## config.mk

```make
export PLATFORM = sky130hd
export DESIGN_NAME = irq_prio_router
export DESIGN_NICKNAME = d
export VERILOG_FILES = /design/src/rtl/irq_router_pkg.sv /design/src/rtl/irq_nmi_stretch.sv /design/src/rtl/irq_pend_track.sv /design/src/rtl/irq_level_enc.sv /design/src/rtl/irq_prio_router.sv
export SDC_FILE = /design/constraint.sdc
export NUM_CORES = 1
export LEC_CHECK = 0
export BUFFER_PORTS_ARGS = -buffer_cell sky130_fd_sc_hd__buf_2
export CORE_UTILIZATION = 53
export DETAILED_ROUTE_END_ITERATION = 6
export HOLD_SLACK_MARGIN = 0.12
export PLACE_DENSITY = 0.76
export SETUP_SLACK_MARGIN = 0.02
export SYNTH_ARGS = -nofsm -noshare
export SYNTH_HDL_FRONTEND = slang
export SYNTH_HIERARCHICAL = 1
export SYNTH_SLANG_ARGS = --single-unit
```

## constraint.sdc

```tcl
create_clock -name clk -period 2.9 [get_ports clk]
set_input_delay 0.145 -clock clk [delete_from_list [all_inputs] [get_ports clk]]
set_output_delay 0.145 -clock clk [all_outputs]
set_load 0.005 [all_outputs]
```

## src/rtl/irq_router_pkg.sv

```systemverilog
`timescale 1ns/1ps
package irq_router_pkg;

    localparam int NUM_SRC   = 5;
    localparam int PEND_W    = 8;
    localparam int VEC_BASE  = 24;

    localparam logic [2:0] SRC_VIA1   = 3'd0;
    localparam logic [2:0] SRC_VIA2   = 3'd1;
    localparam logic [2:0] SRC_ENET   = 3'd2;
    localparam logic [2:0] SRC_SERIAL = 3'd3;
    localparam logic [2:0] SRC_NMI    = 3'd4;

    typedef enum logic {
        NMI_IDLE = 1'b0,
        NMI_HOLD = 1'b1
    } nmi_state_e;

    typedef struct packed {
        logic       hit;
        logic [2:0] idx;
    } route_t;

    // Pending-bit index per source; bit i stands for level i+1.
    function automatic route_t route_of(input logic [2:0] src, input logic classic);
        route_t r;
        r = '{hit: 1'b0, idx: 3'd0};
        case (src)
            SRC_VIA1:   r = classic ? '{1'b1, 3'd0} : '{1'b1, 3'd5};
            SRC_VIA2:   r = '{1'b1, 3'd1};
            SRC_ENET:   r = classic ? '{1'b0, 3'd0} : '{1'b1, 3'd2};
            SRC_SERIAL: r = '{1'b1, 3'd3};
            SRC_NMI:    r = '{1'b1, 3'd6};
            default:    r = '{1'b0, 3'd0};
        endcase
        return r;
    endfunction

endpackage

```

## src/rtl/irq_nmi_stretch.sv

```systemverilog
`timescale 1ns/1ps
module irq_nmi_stretch
    import irq_router_pkg::*;
#(
    parameter int HOLD_CYC = 1000
) (
    input  logic clk,
    input  logic rst_n,
    input  logic trig,
    output logic active
);
    localparam int CW = $clog2(HOLD_CYC + 1);
    localparam logic [CW-1:0] LAST = CW'(HOLD_CYC - 1);

    nmi_state_e    st_q, st_nxt;
    logic [CW-1:0] cnt_q, cnt_nxt;

    always_ff @(posedge clk or negedge rst_n) begin
        if (!rst_n) begin
            st_q  <= NMI_IDLE;
            cnt_q <= '0;
        end else begin
            st_q  <= st_nxt;
            cnt_q <= cnt_nxt;
        end
    end

    always_comb begin
        st_nxt  = st_q;
        cnt_nxt = cnt_q;
        unique case (st_q)
            NMI_IDLE: begin
                if (trig) begin
                    st_nxt  = NMI_HOLD;
                    cnt_nxt = LAST;
                end
            end
            NMI_HOLD: begin
                if (trig) begin
                    cnt_nxt = LAST;
                end else if (cnt_q == '0) begin
                    st_nxt = NMI_IDLE;
                end else begin
                    cnt_nxt = cnt_q - CW'(1);
                end
            end
        endcase
    end

    always_comb begin
        active = (st_q == NMI_HOLD);
    end

endmodule

```

## src/rtl/irq_pend_track.sv

```systemverilog
`timescale 1ns/1ps
module irq_pend_track
    import irq_router_pkg::*;
#(
    parameter int NSRC = NUM_SRC,
    parameter int PW   = PEND_W
) (
    input  logic            clk,
    input  logic            rst_n,
    input  logic            classic,
    input  logic [NSRC-1:0] req,
    output logic [PW-1:0]   pend
);
    logic [NSRC-1:0] chg;
    logic [PW-1:0]   pend_q, pend_nxt;

    for (genvar g = 0; g < NSRC; g++) begin : g_src
        logic prv_q;
        always_ff @(posedge clk or negedge rst_n) begin
            if (!rst_n) prv_q <= 1'b0;
            else        prv_q <= req[g];
        end
        assign chg[g] = prv_q ^ req[g];
    end

    always_comb begin
        route_t rt;
        pend_nxt = pend_q;
        for (int s = 0; s < NSRC; s++) begin
            rt = route_of(3'(s), classic);
            if (chg[s] && rt.hit) pend_nxt[rt.idx] = req[s];
        end
    end

    always_ff @(posedge clk or negedge rst_n) begin
        if (!rst_n) pend_q <= '0;
        else        pend_q <= pend_nxt;
    end

    assign pend = pend_q;

endmodule

```

## src/rtl/irq_level_enc.sv

```systemverilog
`timescale 1ns/1ps
module irq_level_enc
    import irq_router_pkg::*;
#(
    parameter int PW    = PEND_W,
    parameter int VBASE = VEC_BASE
) (
    input  logic          clk,
    input  logic          rst_n,
    input  logic [PW-1:0] pend,
    output logic [2:0]    level,
    output logic [7:0]    vector
);
    localparam int HW = $clog2(PW + 1);

    logic [HW-1:0] hi;

    always_comb begin
        hi = '0;
        for (int i = 0; i < PW; i++) begin
            if (pend[i]) hi = HW'(i + 1);
        end
    end

    always_ff @(posedge clk or negedge rst_n) begin
        if (!rst_n) begin
            level  <= '0;
            vector <= '0;
        end else begin
            level  <= hi[2:0];
            vector <= (hi == '0) ? 8'd0 : 8'(VBASE) + 8'(hi);
        end
    end

endmodule

```

## src/rtl/irq_prio_router.sv

```systemverilog
`timescale 1ns/1ps
module irq_prio_router
    import irq_router_pkg::*;
#(
    parameter int CYC_PER_MS = 100000,
    parameter int HOLD_MS    = 100
) (
    input  logic       clk,
    input  logic       rst_n,
    input  logic       mode_classic,
    input  logic       req_via1,
    input  logic       req_via2,
    input  logic       req_enet,
    input  logic       req_serial,
    input  logic       nmi_trig,
    output logic [2:0] cpu_level,
    output logic [7:0] cpu_vector,
    output logic       slot_irq
);
    localparam int HOLD_CYC = CYC_PER_MS * HOLD_MS;

    logic               mode_q;
    logic               nmi_active;
    logic [NUM_SRC-1:0] req_vec;
    logic [PEND_W-1:0]  pend_q;

    always_ff @(posedge clk or negedge rst_n) begin
        if (!rst_n) mode_q <= 1'b0;
        else        mode_q <= mode_classic;
    end

    irq_nmi_stretch #(.HOLD_CYC(HOLD_CYC)) u_nmi (
        .clk    (clk),
        .rst_n  (rst_n),
        .trig   (nmi_trig),
        .active (nmi_active)
    );

    assign req_vec = {nmi_active, req_serial, req_enet, req_via2, req_via1};

    irq_pend_track #(.NSRC(NUM_SRC), .PW(PEND_W)) u_pend (
        .clk     (clk),
        .rst_n   (rst_n),
        .classic (mode_q),
        .req     (req_vec),
        .pend    (pend_q)
    );

    irq_level_enc #(.PW(PEND_W), .VBASE(VEC_BASE)) u_enc (
        .clk    (clk),
        .rst_n  (rst_n),
        .pend   (pend_q),
        .level  (cpu_level),
        .vector (cpu_vector)
    );

    assign slot_irq = mode_q & req_enet;

endmodule

```

==> results_dict.tcl <==
set metrics [dict create \
    hold_path_class "in -> reg" \
    grt_overflow 0 \
    nets 241 \
    fin_setup_tns_ns 0 \
    fill_cells 309 \
    area_growth_pct 12.9 \
    slew_violations 0 \
    critPathArrivalTime_ns 2.60 \
    r2r_slack_ns 0.47 \
    ys_ff_latch 44 \
    rsz0062_at_grt "false" \
    skew_ns 0.00565 \
    cts_setup_buffers 0 \
    diodes 0 \
    drt_first_pass_iters 4 \
    reg2reg_depth 7 \
    drtAntennaViolNets 0 \
    combPwrFrac_pct 6.3 \
    synth_edf_count 0 \
    grt_pass1_vias 1506 \
    netSwitchingPower_uw 278 \
    syn_area_um2 2180 \
    holdPathEnd "u_nmi/cnt_q[21]" \
    tightest_slew_ns 0.962 \
    chipHeight_um 66.1 \
    grt_max_degree 45 \
    synth_ff_type "dfrtp_1" \
    clockBufferDepth 2 \
    multi_input_area_um2 972 \
    fin_hold_ws_ns 0.310 \
    critPathMaxFanout 11 \
    num_vias 1549 \
    endpoint_kind "flop" \
    grt_usage_pct 21.1 \
    row_count 22 \
    cp_data_required_time_ns 3.08 \
    setup_viol 0 \
    drc_errors 0 \
    power_uw 1230 \
    hold_path_depth 2 \
    core-area_um2 3800 \
    seq_area_um2 1100 \
    cts_made_buffers 5 \
    cts_tree "built" \
    ys_types 49 \
    fin_crit_sh_pct 83.6 \
    antenna_found_initial 0 \
    grt_first_pass_wirelength_mm 6.80 \
    initial_core_util_pct 57.3 \
    status "complete, no violations" \
    p_int_uw 949 \
    p_per_area_nw_per_um2 499 \
    first_iter_violations 115 \
    seqPwrFrac_pct 53.2 \
    port_buffers 17 \
    cts.clk_slew.worst_paths_ns 0.08 \
    ys_warn_count 6 \
    clock_latency_ns 0.30 \
    die_w_um 66.1 \
    viasPerCell 5.57 \
    drt-wirelength-per-cell_um 14.3 \
    sw_frac_of_total_pct 22.6 \
    cts-root-buf "clkbuf_8" \
    gp_congestion 0.767 \
    max_freq_ghz 0.412 \
    seq_area_frac_synth_pct 50.6 \
    fin_util_pct 64.7 \
    netlist_instances 206 \
    drive_above_1_share_pct 19.6 \
    critical_path_class "reg -> reg" \
    die_area_um2 4370 \
    min_period_ns 2.43 \
    cts_max_level 2 \
    clock_sinks 44 \
    wl_mm 3.96 \
    hold_viol 0 \
    cap_violations 0 \
    peakVddDrop_uv 316 \
    p_leak_uw 0.000990 \
    worstReg2RegEnd "u_nmi/cnt_q[5]" \
    io_pins 20 \
    dp_hpwl_mm 2.59 \
    hold_start "nmi_trig" \
    clkPwrFrac_pct 40.5 \
    async_flop_share_pct 100 \
    startpoint_type "flop" \
    syn_area_per_cell_um2 10.6 \
    relSlewSlack_pct 35.8 \
    r2r_start "u_nmi/cnt_q[0]" \
]
worst max path at each step:
stage                               from         endpoint  slack (ns)  cells past startpoint
after global routing      u_nmi/cnt_q[0]   u_nmi/cnt_q[4]        0.35                      8
after floorplan           u_nmi/cnt_q[6]  u_nmi/cnt_q[16]        0.72                      5
after CTS                 u_nmi/cnt_q[0]   u_nmi/cnt_q[5]        0.48                      7
after global placement    u_nmi/cnt_q[0]   u_nmi/cnt_q[5]        0.60                      7
final                     u_nmi/cnt_q[0]   u_nmi/cnt_q[5]        0.47                      7
after detailed placement  u_nmi/cnt_q[0]   u_nmi/cnt_q[5]        0.49                      7
registers in the layout, indices dropped and copies added, names as in the netlist, named ones only:
register            count
u_nmi/cnt_q            24
u_enc/vector            5
u_pend/g_src.prv_q      5
u_pend/pend             5
u_enc/level             2
mode_q                  1
u_nmi/active            1
critical path, cell delays in order, from the launching register on:
cell and delay [ns]:
dfrtp_1 0.39, inv_1 0.12, ha_1 0.15, nor4b_1 0.46, nand4_1 0.34, o21ai_4 0.38
nor4_1 0.09, or3_1 0.35
logic make-up (layout without fill, tap and decap cells):
family	Yosys count	count (layout)	synth area share, %
mux	8	8	3.91
other cells	2	4	0.345
xor+xnor	7	7	2.82
compound gates	31	31	10.1
flops	44	44	50.6
simple gates	88	88	24.4
buf+inv	21	43	5.06
fa+ha+maj	5	5	2.82
cell usage after synthesis, types with 5 or more instances:
library cell / count / area [um2]
dfrtp_1: 44 / 1100
nor4_1: 7 / 43.8
inv_1: 9 / 33.8
nor2_1: 25 / 93.8
a21oi_1: 10 / 50.1
xor2_1: 6 / 52.6
nand2_1: 5 / 18.8
nand2b_1: 6 / 37.5
nor2b_1: 7 / 43.8
or3_1: 8 / 50.1
buf_4: 6 / 45.0
o21ai_0: 6 / 30.0
layer usage:
| layer | wire length (um) | global-route usage (%) | vias up |
|---|---|---|---|
| li1 | - | - | 765 |
| met1 | 1930 | 28.2 | 751 |
| met2 | 1840 | 32.7 | 26 |
| met3 | 115 | 4.31 | 7 |
| met4 | 76 | 10.4 | 0 |
| met5 | 0 | 0 | - |
power by group through the flow:
stage	logic, uW	registers [uW]	clock network, uW
after global placement	70.0	663	0
after floorplan	45.3	661	0
after global routing	89.7	656	535
after detailed placement	71.7	665	0
after CTS	78.2	653	512
final	77.3	653	497
layout make-up:
cell class | instances | area share, %
Sequential cell | 44 | 44.8
Clock buffer | 6 | 3.36
Timing Repair Buffer | 26 | 6.83
Inverter | 9 | 1.38
Clock inverter | 2 | 1.58
Multi-Input combinational cell | 143 | 39.6
Tap cell | 48 | 2.45
cells in the final DEF (no fill, tap or decap), types with 4 or more instances in the layout:
cell type / n
clkbuf_8: 6
buf_2: 17
dfrtp_1: 44
nand2_1: 5
a21oi_1: 10
conb_1: 4
nand2b_1: 6
inv_1: 9
o41ai_1: 4
mux2i_1: 4
or3_1: 8
nor4_1: 7
mux2_2: 4
nor3_1: 4
o21ai_0: 6
ha_1: 4
dlygate4sd3_1: 6
xor2_1: 6
nor2b_1: 7
nor2_1: 25
or4_1: 4
per-stage QoR:
step	cell area, um2	setup slack (ns)	cells
CTS	2460	0.479	278
finish	2460	0.475	278
global route	2460	0.354	278
global placement	2270	0.602	264
detailed placement	2270	0.492	264
floorplan	2180	0.718	208
timing repair:
item / CTS / global route
resized for setup: 0 / 0
hold buffers: 6 / 0
hold endpoints to repair: 52 / 0
Power figures use the tool's default switching activity.
